===== src/rtl/line_prefetch_engine.sv =====
module line_prefetch_engine #(
  parameter int ADDR_W      = 24,
  parameter int LINE_BYTES  = 32,
  parameter int CACHE_BYTES = 16384
) (
  input  logic              clk,
  input  logic              rst_n,
  input  logic              al_enable,
  input  logic              al_order,
  input  logic [1:0]        al_trigger,
  input  logic              win0_en,
  input  logic [ADDR_W-1:0] win0_base,
  input  logic [ADDR_W-1:0] win0_size,
  input  logic              win1_en,
  input  logic [ADDR_W-1:0] win1_base,
  input  logic [ADDR_W-1:0] win1_size,
  input  logic              lk_valid,
  input  logic              lk_hit,
  input  logic [ADDR_W-1:0] lk_addr,
  input  logic              freeze,
  input  logic              al_suspend,
  input  logic              al_resume,
  input  logic              al_resume_arg,
  input  logic              pf_start,
  input  logic [ADDR_W-1:0] pf_addr,
  input  logic [ADDR_W-1:0] pf_size,
  input  logic              pf_order,
  input  logic              pf_end,
  input  logic              pf_end_arg,
  output logic              req_valid,
  output logic [ADDR_W-1:0] req_addr,
  input  logic              req_ready,
  output logic              al_live,
  output logic              al_prior,
  output logic              pf_done
);
  localparam int LB    = $clog2(LINE_BYTES);
  localparam int LA_W  = ADDR_W - LB;
  localparam int CNT_W = $clog2(CACHE_BYTES / LINE_BYTES) + 2;
  localparam logic [ADDR_W:0]   LINE_STEP = (ADDR_W+1)'(LINE_BYTES);
  localparam logic [ADDR_W-1:0] MAX_SIZE  = ADDR_W'(CACHE_BYTES);

  logic              susp, walking, w_dir, req_pl;
  logic [LA_W-1:0]   w_cur;
  logic [CNT_W-1:0]  w_cnt;

  assign al_live = al_enable && !susp;

  // autoload trigger path
  logic [ADDR_W:0] lk_x, w0_end, w1_end, sel_base, sel_end, aligned, nxt;
  logic in0, in1, trig_ok, fire_auto, fire_walk;

  assign lk_x    = {1'b0, lk_addr};
  assign w0_end  = {1'b0, win0_base} + {1'b0, win0_size};
  assign w1_end  = {1'b0, win1_base} + {1'b0, win1_size};
  assign in0     = win0_en && lk_x >= {1'b0, win0_base} && lk_x < w0_end;
  assign in1     = win1_en && lk_x >= {1'b0, win1_base} && lk_x < w1_end;
  assign sel_base = in0 ? {1'b0, win0_base} : {1'b0, win1_base};
  assign sel_end  = in0 ? w0_end : w1_end;
  assign aligned = {1'b0, lk_addr[ADDR_W-1:LB], {LB{1'b0}}};
  assign nxt     = al_order ? aligned - LINE_STEP : aligned + LINE_STEP;

  always_comb begin
    case (al_trigger)
      2'd0:    trig_ok = !lk_hit;
      2'd1:    trig_ok = lk_hit;
      2'd2:    trig_ok = 1'b1;
      default: trig_ok = 1'b0;
    endcase
  end

  assign fire_auto = lk_valid && al_live && !walking && !freeze && !req_valid &&
                     trig_ok && (in0 || in1) && !nxt[ADDR_W] &&
                     nxt >= sel_base && nxt < sel_end;

  // manual preload setup
  logic [ADDR_W-1:0] sz;
  logic [ADDR_W:0]   last_byte;
  logic [LA_W:0]     last_ln, first_ln, span;
  logic [CNT_W-1:0]  n_lines;

  assign sz        = (pf_size > MAX_SIZE) ? MAX_SIZE : pf_size;
  assign last_byte = {1'b0, pf_addr} + {1'b0, sz} - (ADDR_W+1)'(1);
  assign last_ln   = last_byte[ADDR_W:LB];
  assign first_ln  = {1'b0, pf_addr[ADDR_W-1:LB]};
  assign span      = last_ln - first_ln + (LA_W+1)'(1);
  assign n_lines   = (sz == '0) ? '0 : span[CNT_W-1:0];

  assign fire_walk = walking && !req_valid && !freeze && w_cnt != '0 &&
                     !pf_start && !pf_end;

  always_ff @(posedge clk) begin
    if (!rst_n) begin
      req_valid <= 1'b0;
      req_addr  <= '0;
      req_pl    <= 1'b0;
      susp      <= 1'b0;
      al_prior  <= 1'b0;
      walking   <= 1'b0;
      w_dir     <= 1'b0;
      w_cur     <= '0;
      w_cnt     <= '0;
      pf_done   <= 1'b0;
    end else begin
      if (req_valid && req_ready) begin
        req_valid <= 1'b0;
        if (req_pl) begin
          w_cnt <= w_cnt - CNT_W'(1);
          w_cur <= w_dir ? w_cur - LA_W'(1) : w_cur + LA_W'(1);
        end
      end
      if (fire_auto) begin
        req_valid <= 1'b1;
        req_addr  <= nxt[ADDR_W-1:0];
        req_pl    <= 1'b0;
      end else if (fire_walk) begin
        req_valid <= 1'b1;
        req_addr  <= {w_cur, {LB{1'b0}}};
        req_pl    <= 1'b1;
      end
      if (walking && !req_valid && w_cnt == '0) begin
        walking <= 1'b0;
        pf_done <= 1'b1;
      end
      if (pf_start) begin
        al_prior <= al_live;
        susp     <= 1'b1;
        walking  <= 1'b1;
        w_cnt    <= n_lines;
        w_dir    <= pf_order;
        w_cur    <= pf_order ? last_ln[LA_W-1:0] : first_ln[LA_W-1:0];
        pf_done  <= 1'b0;
      end else if (pf_end) begin
        walking <= 1'b0;
        pf_done <= 1'b0;
        if (pf_end_arg) susp <= 1'b0;
      end else if (al_suspend) begin
        al_prior <= al_live;
        susp     <= 1'b1;
      end else if (al_resume) begin
        if (al_resume_arg) susp <= 1'b0;
      end
    end
  end


  hold_req_chk: assert property (@(posedge clk) disable iff (!rst_n)
    req_valid && !req_ready |=> req_valid && $stable(req_addr));

  aligned_req_chk: assert property (@(posedge clk) disable iff (!rst_n)
    req_valid |-> req_addr[LB-1:0] == '0);

  freeze_block_chk: assert property (@(posedge clk) disable iff (!rst_n)
    $rose(req_valid) |-> !$past(freeze));

  done_clear_chk: assert property (@(posedge clk) disable iff (!rst_n)
    pf_start |=> !pf_done);

  suspend_off_chk: assert property (@(posedge clk) disable iff (!rst_n)
    al_suspend && !pf_start && !pf_end |=> !al_live);

  restore_chk: assert property (@(posedge clk) disable iff (!rst_n)
    pf_end && pf_end_arg && !pf_start |=> al_live || !al_enable);
endmodule


===== config.mk =====
export PLATFORM = sky130hd
export DESIGN_NAME = line_prefetch_engine
export DESIGN_NICKNAME = d
export VERILOG_FILES = /design/src/rtl/line_prefetch_engine.sv
export SDC_FILE = /design/constraint.sdc
export NUM_CORES = 1
export LEC_CHECK = 0
export CELL_PAD_IN_SITES_DETAIL_PLACEMENT = 0
export CELL_PAD_IN_SITES_GLOBAL_PLACEMENT = 1
export CORE_AREA = 3 3 161 163
export CTS_CLUSTER_SIZE = 20
export DETAILED_ROUTE_END_ITERATION = 12
export DIE_AREA = 0 0 164 166
export DONT_BUFFER_PORTS = 1
export PLACE_DENSITY = 0.93
export SLEW_MARGIN = 20
export SYNTH_ARGS = -nofsm -noshare
export SYNTH_HDL_FRONTEND = slang
export SYNTH_SLANG_ARGS = --single-unit

===== constraint.sdc =====
create_clock -name clk -period 8.52 [get_ports clk]
set_input_delay 0.852 -clock clk [delete_from_list [all_inputs] [get_ports clk]]
set_output_delay 0.852 -clock clk [all_outputs]
set_load 0.005 [all_outputs]

; Yosys cells after proc, flatten, opt, wreduce, memory -nomap -nowiden
; Cells that the tools add are included.
[word_totals]
register_bits = 61
input_bits = 187
out_inout_bits = 28
[classes]
n_addsub = 11
n_lt_le_gt_ge = 7
eq_ne = 4
mux = 31
bitwise_logic = 1
n_reduce_logical = 47
[ops]
columns = op, n
row1 = 24-bit 2-to-1 mux, 4
row2 = 19-bit 2-to-1 mux, 5
row3 = 24-bit by 24-bit adder with 25-bit output, 2
row4 = 24-bit by 25-bit < comparator with 1-bit output, 2
row5 = 25-bit 2-to-1 mux, 2
row6 = 24-bit >= comparator, 2
row7 = 11-bit 2-to-1 mux, 4
row8 = "24-bit by 6-bit adder with 25-bit output, second input constant", 1
row9 = 25-bit by 24-bit >= comparator with 1-bit output, 1
row10 = 25-bit < comparator, 1
row11 = "24-bit by 6-bit subtractor with 25-bit output, second input constant", 1
row12 = 24-bit adder, 1
row13 = "24-bit by 15-bit > comparator with 1-bit output, second input constant", 1
row14 = 24-bit zero test, 1
row15 = "24-bit by 1-bit subtractor with 24-bit output, second input constant", 1
row16 = 1-bit logical AND, 21
row17 = "19-bit by 1-bit adder with 19-bit output, second input constant", 1
row18 = "19-bit by 1-bit subtractor with 19-bit output, second input constant", 1
row19 = 1-bit 2-to-1 mux, 15
row20 = "11-bit by 1-bit adder with 11-bit output, second input constant", 1
row21 = 11-bit zero test, 1
row22 = 11-bit nonzero test, 1
row23 = "11-bit by 1-bit subtractor with 11-bit output, second input constant", 1
row24 = 11-bit subtractor, 1
row25 = 16 further kinds, 29

; Longest topological paths before layout
; Gate-level depths: netlist of the first run.
[logic_depth]
word_depth = 12
depth_mapped = 35
ltp_nobuf = 32

; Least setup slack after synthesis of the first run
; No wires, ideal clock.
[synth_timing]
path_type = input -> register
startpoint = input port win0_base[0]
endpoint = register req_addr[6]
setup_time_ns = 0.122
arrival_ns = 6.972
t_required_ns = 8.398
slack_ns = 1.427
path_stages = 34
path_buffers = 3
cell_sequence = ha_1 > fa_1 > a211oi_2 > o211ai_2 > a31oi_2 > a221oi_2 > o21ba_2 > o21ai_0 > a21oi_1 > o41ai_1 > xor2_1 > ha_1 > a21o_1 > a21oi_1 > o31ai_1 > nor3_1 > o211a_1 > a221o_1 > nand2_1 > buf_2 > clkbuf_1 > a21oi_1 > ha_1 > a21o_1 > a21o_1 > a21o_1 > a21o_1 > a21o_1 > a21oi_1 > o21ai_0 > o311ai_4 > buf_6 > o221ai_1 > o311a_1
[synth_via]
elab_chain_cells = 9
elab_cells_between_ends = 16
[synth_rtl]
columns = element, line_no
row1 = start: declaration, 12  ; input logic [ADDR_W-1:0] win0_base,
row2 = "parallel branches: the longest is 7 deep, another holds 24-bit by 24-bit adder with 25-bit output", -
row3 = 1-bit logical AND (*), 74  ; nxt >= sel_base && nxt < sel_end;
row4 = 24-bit 2-to-1 mux / 2-bit nonzero test (equally long branches), -
row5 = end signal: assignment, 114  ; req_addr <= nxt[ADDR_W-1:0];
row6 = end signal: assignment, 118  ; req_addr <= {w_cur, {LB{1'b0}}};
row7 = end: declaration, 31  ; output logic [ADDR_W-1:0] req_addr,
; Mark *: on every way between the ends.
; A chain may end at the register's enable or synchronous reset.

; Worst setup path after layout of the first run
[layout_timing]
startpoint = input port win0_base[0]
endpoint = register req_addr[21]
; The elaborated chain is that of the path after synthesis.

==> results of run 1 <==
## timing repair
action | 4_1_cts | 5_1_grt
hold endpoints to repair | 0 | 0
resized for setup | 0 | 2
endpoints found under the setup margin | 0 | 21
## final cells by class
type | count | area, um2
tap | 324 | 405.4
clock buffer | 5 | 125.1
inverter | 159 | 596.8
multi-input combinational | 1334 | 10160
fill | 2454 | 11960
sequential | 56 | 1121
clock inverter | 3 | 42.54
timing repair buffer | 6 | 45.04
## registers in the layout (all words and copies together) (netlist names)
signal,cells
req_valid,1
req_addr,19
req_pl,1
susp,1
pf_done,1
w_cnt,11
w_dir,1
walking,1
al_prior,1
w_cur,19
## through the flow
stage | utilization | std cells | hold slack, ns
finish | 0.5110 | 1887 | 0.4884
CTS | 0.5106 | 1887 | 0.4930
global route | 0.5110 | 1887 | 0.5225
global placement | 0.5037 | 1879 | 0.4711
detailed placement | 0.5037 | 1879 | 0.4827
floorplan | - | 1597 | 0.4545
## worst min path at each step
stage	cells past startpoint	slack, ns	startpoint	endpoint
2_1_floorplan	2	0.45	susp	susp
3_3_place_gp	2	0.47	susp	susp
3_5_place_dp	2	0.48	w_cur[6]	req_addr[11]
4_1_cts	2	0.49	w_cur[4]	req_addr[9]
5_1_grt	2	0.52	w_cur[5]	req_addr[10]
6_report	2	0.49	w_cur[4]	req_addr[9]
## routing by layer
layer | wire [um] | track usage
met5 | 0 | 0
met1 | 15970 | 0.3304
met3 | 2506 | 0.05064
met4 | 566 | 0.04229
met2 | 15230 | 0.3895
## tightest hold or removal path, stage by stage, from the launching register on
cell and delay, ns:
dfxtp_1 0.33, nand2_1 0.06, a31oi_1 0.06
## synthesized netlist by cell type, types with 14 or more instances
master      n  area share
ha_1      279        0.29
inv_1     157       0.049
a21oi_1   143       0.059
nand2_1   111       0.035
nor2_1    107       0.033
o21ai_0    74       0.031
a21o_1     64       0.040
dfxtp_1    56       0.093
xnor2_1    56       0.041
xor2_1     44       0.032
nand4_1    38       0.020
nor3_1     37       0.015
o211ai_1   31       0.019
a31oi_1    30       0.016
clkbuf_1   26      0.0081
o21a_1     23       0.014
nand3_1    20      0.0083
nor2b_1    20       0.010
a211oi_1   18       0.011
mux2_2     18       0.017
o21bai_1   16      0.0099
and3_1     15      0.0078
nand2b_1   14      0.0073
## report_power, final
part | internal, mW | switching (mW)
clock | 0.138 | 0.0996
sequential | 0.283 | 0.0194
combinational | 0.457 | 0.585
## kinds of logic (layout without fill, tap and decap cells)
| kind of cell | Yosys count | in the layout |
|---|---|---|
| other cells | 2 | 13 |
| compound gates | 495 | 495 |
| flops | 56 | 56 |
| simple gates | 416 | 416 |
| buf+inv | 207 | 173 |
| xor+xnor | 100 | 100 |
| mux | 26 | 26 |
| fa+ha+maj | 284 | 284 |
==> flow_summary.json, run 1 <==
{
  "outcome": "completed",
  "cts.sinks": 56,
  "drt.antenna.violating_nets": 0,
  "startpoint_type": "primary input",
  "period_needed_ns": 7.933,
  "drt_wl_total_um": 34280,
  "rows": 57,
  "placed_area_mm2": 0.01232,
  "critPathKind": "in -> reg",
  "h-tree-depth": 2,
  "relSlewSlack": 0.3463,
  "fin_nets": 2033,
  "synth-xor-area-share": 0.07253,
  "clkTransAtPathRegs_ns": 0.08,
  "crit_path_start": "win0_base[0]",
  "max_stage_delay_ns": 0.48,
  "synthMuxAreaShare": 0.02342,
  "ys_seq_area_frac": 0.09284,
  "hold_path_class": "reg -> reg",
  "max-cap-violations": 0,
  "max_freq_mhz": 126.0,
  "synth-seq-cells": 56,
  "start_util": 0.4936,
  "wl_per_cell_um": 18.17,
  "leakagePower_nw": 6.040,
  "drive_above_1_share": 0.03647,
  "clock_skew_ns": 0.008913,
  "synth_cells": 1586,
  "synthAdderAreaFrac": 0.2974,
  "fin_area_mm2": 0.01250,
  "drt-initial-drc-count": 634,
  "crit_family": "compound AO/OA/AOI/OAI gates",
  "synth_compound_area_frac": 0.2749,
  "yosysUniqueCellTypes": 85,
  "final_cell_mix": "ha_1 (279), inv_1 (157), a21oi_1 (143)",
  "layout_commonest_cell": "ha_1",
  "synthSimpleGateAreaFrac": 0.1684,
  "path_common_cell": "ha_1",
  "hpwlAfterDp_um": 29070,
  "critical_path.slowest_cell": "nor4_2",
  "cts_made_buffers": 5,
  "syn_avg_cell_area_um2": 7.614,
  "crit_arrival_ns": 8.08,
  "gr-total-overflow": 0,
  "r2r_start": "w_cnt[2]",
  "drv_slew": 0,
  "synth_edf_count": 0,
  "postCtsSetupBuffers": 0,
  "numPortBuffers": 0,
  "setup-tns-final_ns": 0,
  "num_vias": 11460,
  "dr.pass1.iters": 5,
  "antenna_found_initial": 0,
  "ioPinCount": 215,
  "critPathMaxFanout": 27,
  "vias_per_cell": 6.074,
  "setup_ws_ns": 0.5865,
  "synth_top_family_by_area": "adder cells",
  "required_ns": 8.66,
  "r2r_cells": 7,
  "synth_ff_type": "dfxtp_1",
  "grt_usage": 0.2399,
  "grt_max_degree": 47,
  "crit_cells": 30,
  "core-area_mm2": 0.02446,
  "finalCritPeriodShare": 0.9312,
  "hold_buffers": 0,
  "rsz0062_at_grt": "false",
  "post-place-ws_ns": -0.08890,
  "clk_latency_ns": 0.30,
  "place.gp.congestion": 0.9268,
  "cts_tree": "yes",
  "syn_to_final_growth_pct": 3.523,
  "cts_max_path_buffers": 2,
  "power_mw": 1.582,
  "n_antenna_cell": 0,
  "drt_drc_violations_left": 0,
  "r2r_setup_slack_ns": 5.24,
  "syn_area_mm2": 0.01208,
  "finalSetupViolCount": 0,
  "die_height_um": 166,
  "die_area_mm2": 0.02722,
  "async_reset_ff_frac": 0,
  "yosysWarnings": 0,
  "r2r-end": "req_addr[21]",
  "critical_path.endpoint": "req_addr[21]",
  "grt_pass1_vias": 10760,
  "root_buffer": "clkbuf_16",
  "die_x_um": 164,
  "grt_first_pass_wirelength_um": 54390,
  "p_per_area_mw_per_mm2": 126.5,
  "peakVddDrop_mv": 0.08983,
  "tightestPinTransition_ns": 0.9716,
  "critPathCaptureType": "register",
  "path_buf_inv": 1,
  "hold_viol": 0
}
Note: power is estimated with default switching activity, not from simulation.
==> inputs of run 2 (changes only) <==
==> constraint.sdc (replaced) <==
create_clock -name clk -period 8.8 [get_ports clk]
set_input_delay 0.88 -clock clk [delete_from_list [all_inputs] [get_ports clk]]
set_output_delay 0.88 -clock clk [all_outputs]
set_load 0.005 [all_outputs]
==> run 2 against run 1 <==
Effect of this change:
- final area is essentially flat
- power down 2.4%
- non-clock buffer count unchanged
- first-iteration DRC count increased by 15%
- combinational power about the same
- critical path depth increased by 3
- largest cell class unchanged
- sequential cell count unchanged
- setup slack got worse by 0.0057 ns
- routed wire length down 0.13%
- clock skew grew 0.0017 ns
- die area unchanged
- via count is 0.38% lower
==> flow_summary.json, run 2 (synthesized netlist as in run 1, its figures left out) <==
{
  "max_freq_mhz": 121.7,
  "root_buffer": "clkbuf_16",
  "drive_above_1_share": 0.03583,
  "setup-tns-final_ns": 0,
  "drt_wl_total_um": 34230,
  "ioPinCount": 215,
  "power_mw": 1.544,
  "grt_usage": 0.2404,
  "seq_area_mm2": 0.001121,
  "tightestPinTransition_ns": 0.8878,
  "hold_viol": 0,
  "n_antenna_cell": 0,
  "setup_ws_ns": 0.5808,
  "critical_path.slowest_cell": "a211oi_1",
  "crit_arrival_ns": 8.44,
  "drt-initial-drc-count": 730,
  "max_stage_delay_ns": 0.47,
  "cts_made_buffers": 5,
  "critical_path.endpoint": "req_addr[23]",
  "final_cell_mix": "ha_1 (279), inv_1 (157), a21oi_1 (143)",
  "place.gp.congestion": 0.9632,
  "critPathKind": "in -> reg",
  "grt_max_degree": 47,
  "relSlewSlack": 0.4081,
  "die_x_um": 164,
  "drv_slew": 0,
  "drt.antenna.violating_nets": 0,
  "p_per_area_mw_per_mm2": 123.5,
  "numPortBuffers": 0,
  "dr.pass1.iters": 5,
  "max-cap-violations": 0,
  "leakagePower_nw": 6.046,
  "vias_per_cell": 6.051,
  "gr-total-overflow": 0,
  "clock_skew_ns": 0.01065,
  "antenna_found_initial": 1,
  "layout_commonest_cell": "ha_1",
  "cts.sinks": 56,
  "critPathMaxFanout": 31,
  "r2r_setup_slack_ns": 5.57,
  "filler_cell_count": 2437,
  "finalCritPeriodShare": 0.9340,
  "cts_tree": "yes",
  "wl_per_cell_um": 18.14,
  "peakVddDrop_mv": 0.08866,
  "rsz0062_at_grt": "false",
  "die_area_mm2": 0.02722,
  "period_needed_ns": 8.219,
  "required_ns": 9.02,
  "post-place-ws_ns": 0.3384,
  "r2r-end": "req_addr[21]",
  "clkTransAtPathRegs_ns": 0.08,
  "rows": 57,
  "r2r_start": "w_cnt[2]",
  "outcome": "completed",
  "fin_nets": 2033,
  "clk_latency_ns": 0.30,
  "syn_to_final_growth_pct": 3.554,
  "die_height_um": 166,
  "core-area_mm2": 0.02446,
  "reg_top3": "req_addr x19, w_cur x19, w_cnt x11",
  "finalSetupViolCount": 0,
  "drt_drc_violations_left": 0,
  "startpoint_type": "primary input",
  "critPathCaptureType": "register",
  "grt_pass1_vias": 10740,
  "crit_path_start": "win0_base[0]",
  "h-tree-depth": 2,
  "hpwlAfterDp_um": 28910,
  "hold_path_class": "reg -> reg",
  "grt_first_pass_wirelength_um": 54450,
  "multiInputGateArea_mm2": 0.01016,
  "r2r_cells": 7,
  "start_util": 0.4936,
  "cts_max_path_buffers": 2,
  "num_vias": 11420
}
==> run 2: timing repair <==
item	in CTS	in global routing
buffers inserted	0	0
setup endpoints to repair	0	11
resized for setup	0	2
hold endpoints to repair	0	0
hold buffers	0	0
==> run 2: layout make-up <==
| cell class | count | share of cell area |
|---|---|---|
| Clock buffer | 5 | 0.01001 |
| Clock inverter | 3 | 0.003802 |
| Inverter | 159 | 0.04773 |
| Multi-Input combinational cell | 1334 | 0.8128 |
| Sequential cell | 56 | 0.08965 |
| Tap cell | 324 | 0.03242 |
| Timing Repair Buffer | 6 | 0.003602 |
==> run 2: metal layers <==
metal  vias to the layer above  routed length, um  GRT usage
li1                       5783                  -          -
met1                      5220              15790     0.3329
met2                       362              15040     0.3859
met3                        51               2777    0.05488
met4                         2                604    0.04082
met5                         -                 20          0
==> run 2: critical path: cells and delay by family <==
kind | cells | cell delay (ns)
muxes | 1 | 0.31
and+or+nand+nor | 5 | 0.68
xor gates and xnor gates | 1 | 0.31
adders and majority gates | 4 | 1.24
buffers and inverters | 2 | 0.50
AOI/OAI and AO/OA | 20 | 4.49
==> run 2: worst min path at each step <==
stage          cells past startpoint  slack, ns          end      from
2_1_floorplan                      2       0.45         susp      susp
3_3_place_gp                       2       0.47         susp      susp
3_5_place_dp                       2       0.49         susp      susp
4_1_cts                            2       0.49  req_addr[9]  w_cur[4]
5_1_grt                            2       0.51  req_addr[9]  w_cur[4]
6_report                           2       0.49  req_addr[9]  w_cur[4]
==> run 2: per-stage QoR <==
step | utilization | std cells | instance area, um2 | hold WS, ns
after detailed placement | 0.5037 | 1879 | 12320 | 0.4886
after global placement | 0.5037 | 1879 | 12320 | 0.4711
after global routing | 0.5112 | 1887 | 12500 | 0.5052
after floorplan | - | 1597 | 12120 | 0.4545
final | 0.5112 | 1887 | 12500 | 0.4857
after CTS | 0.5108 | 1887 | 12490 | 0.4943
==> run 2: power breakdown <==
group	switching (mW)	internal [mW]	leakage (nW)
registers	0.0189	0.274	0.459
logic	0.572	0.442	5.50
clock network	0.102	0.136	0.0840
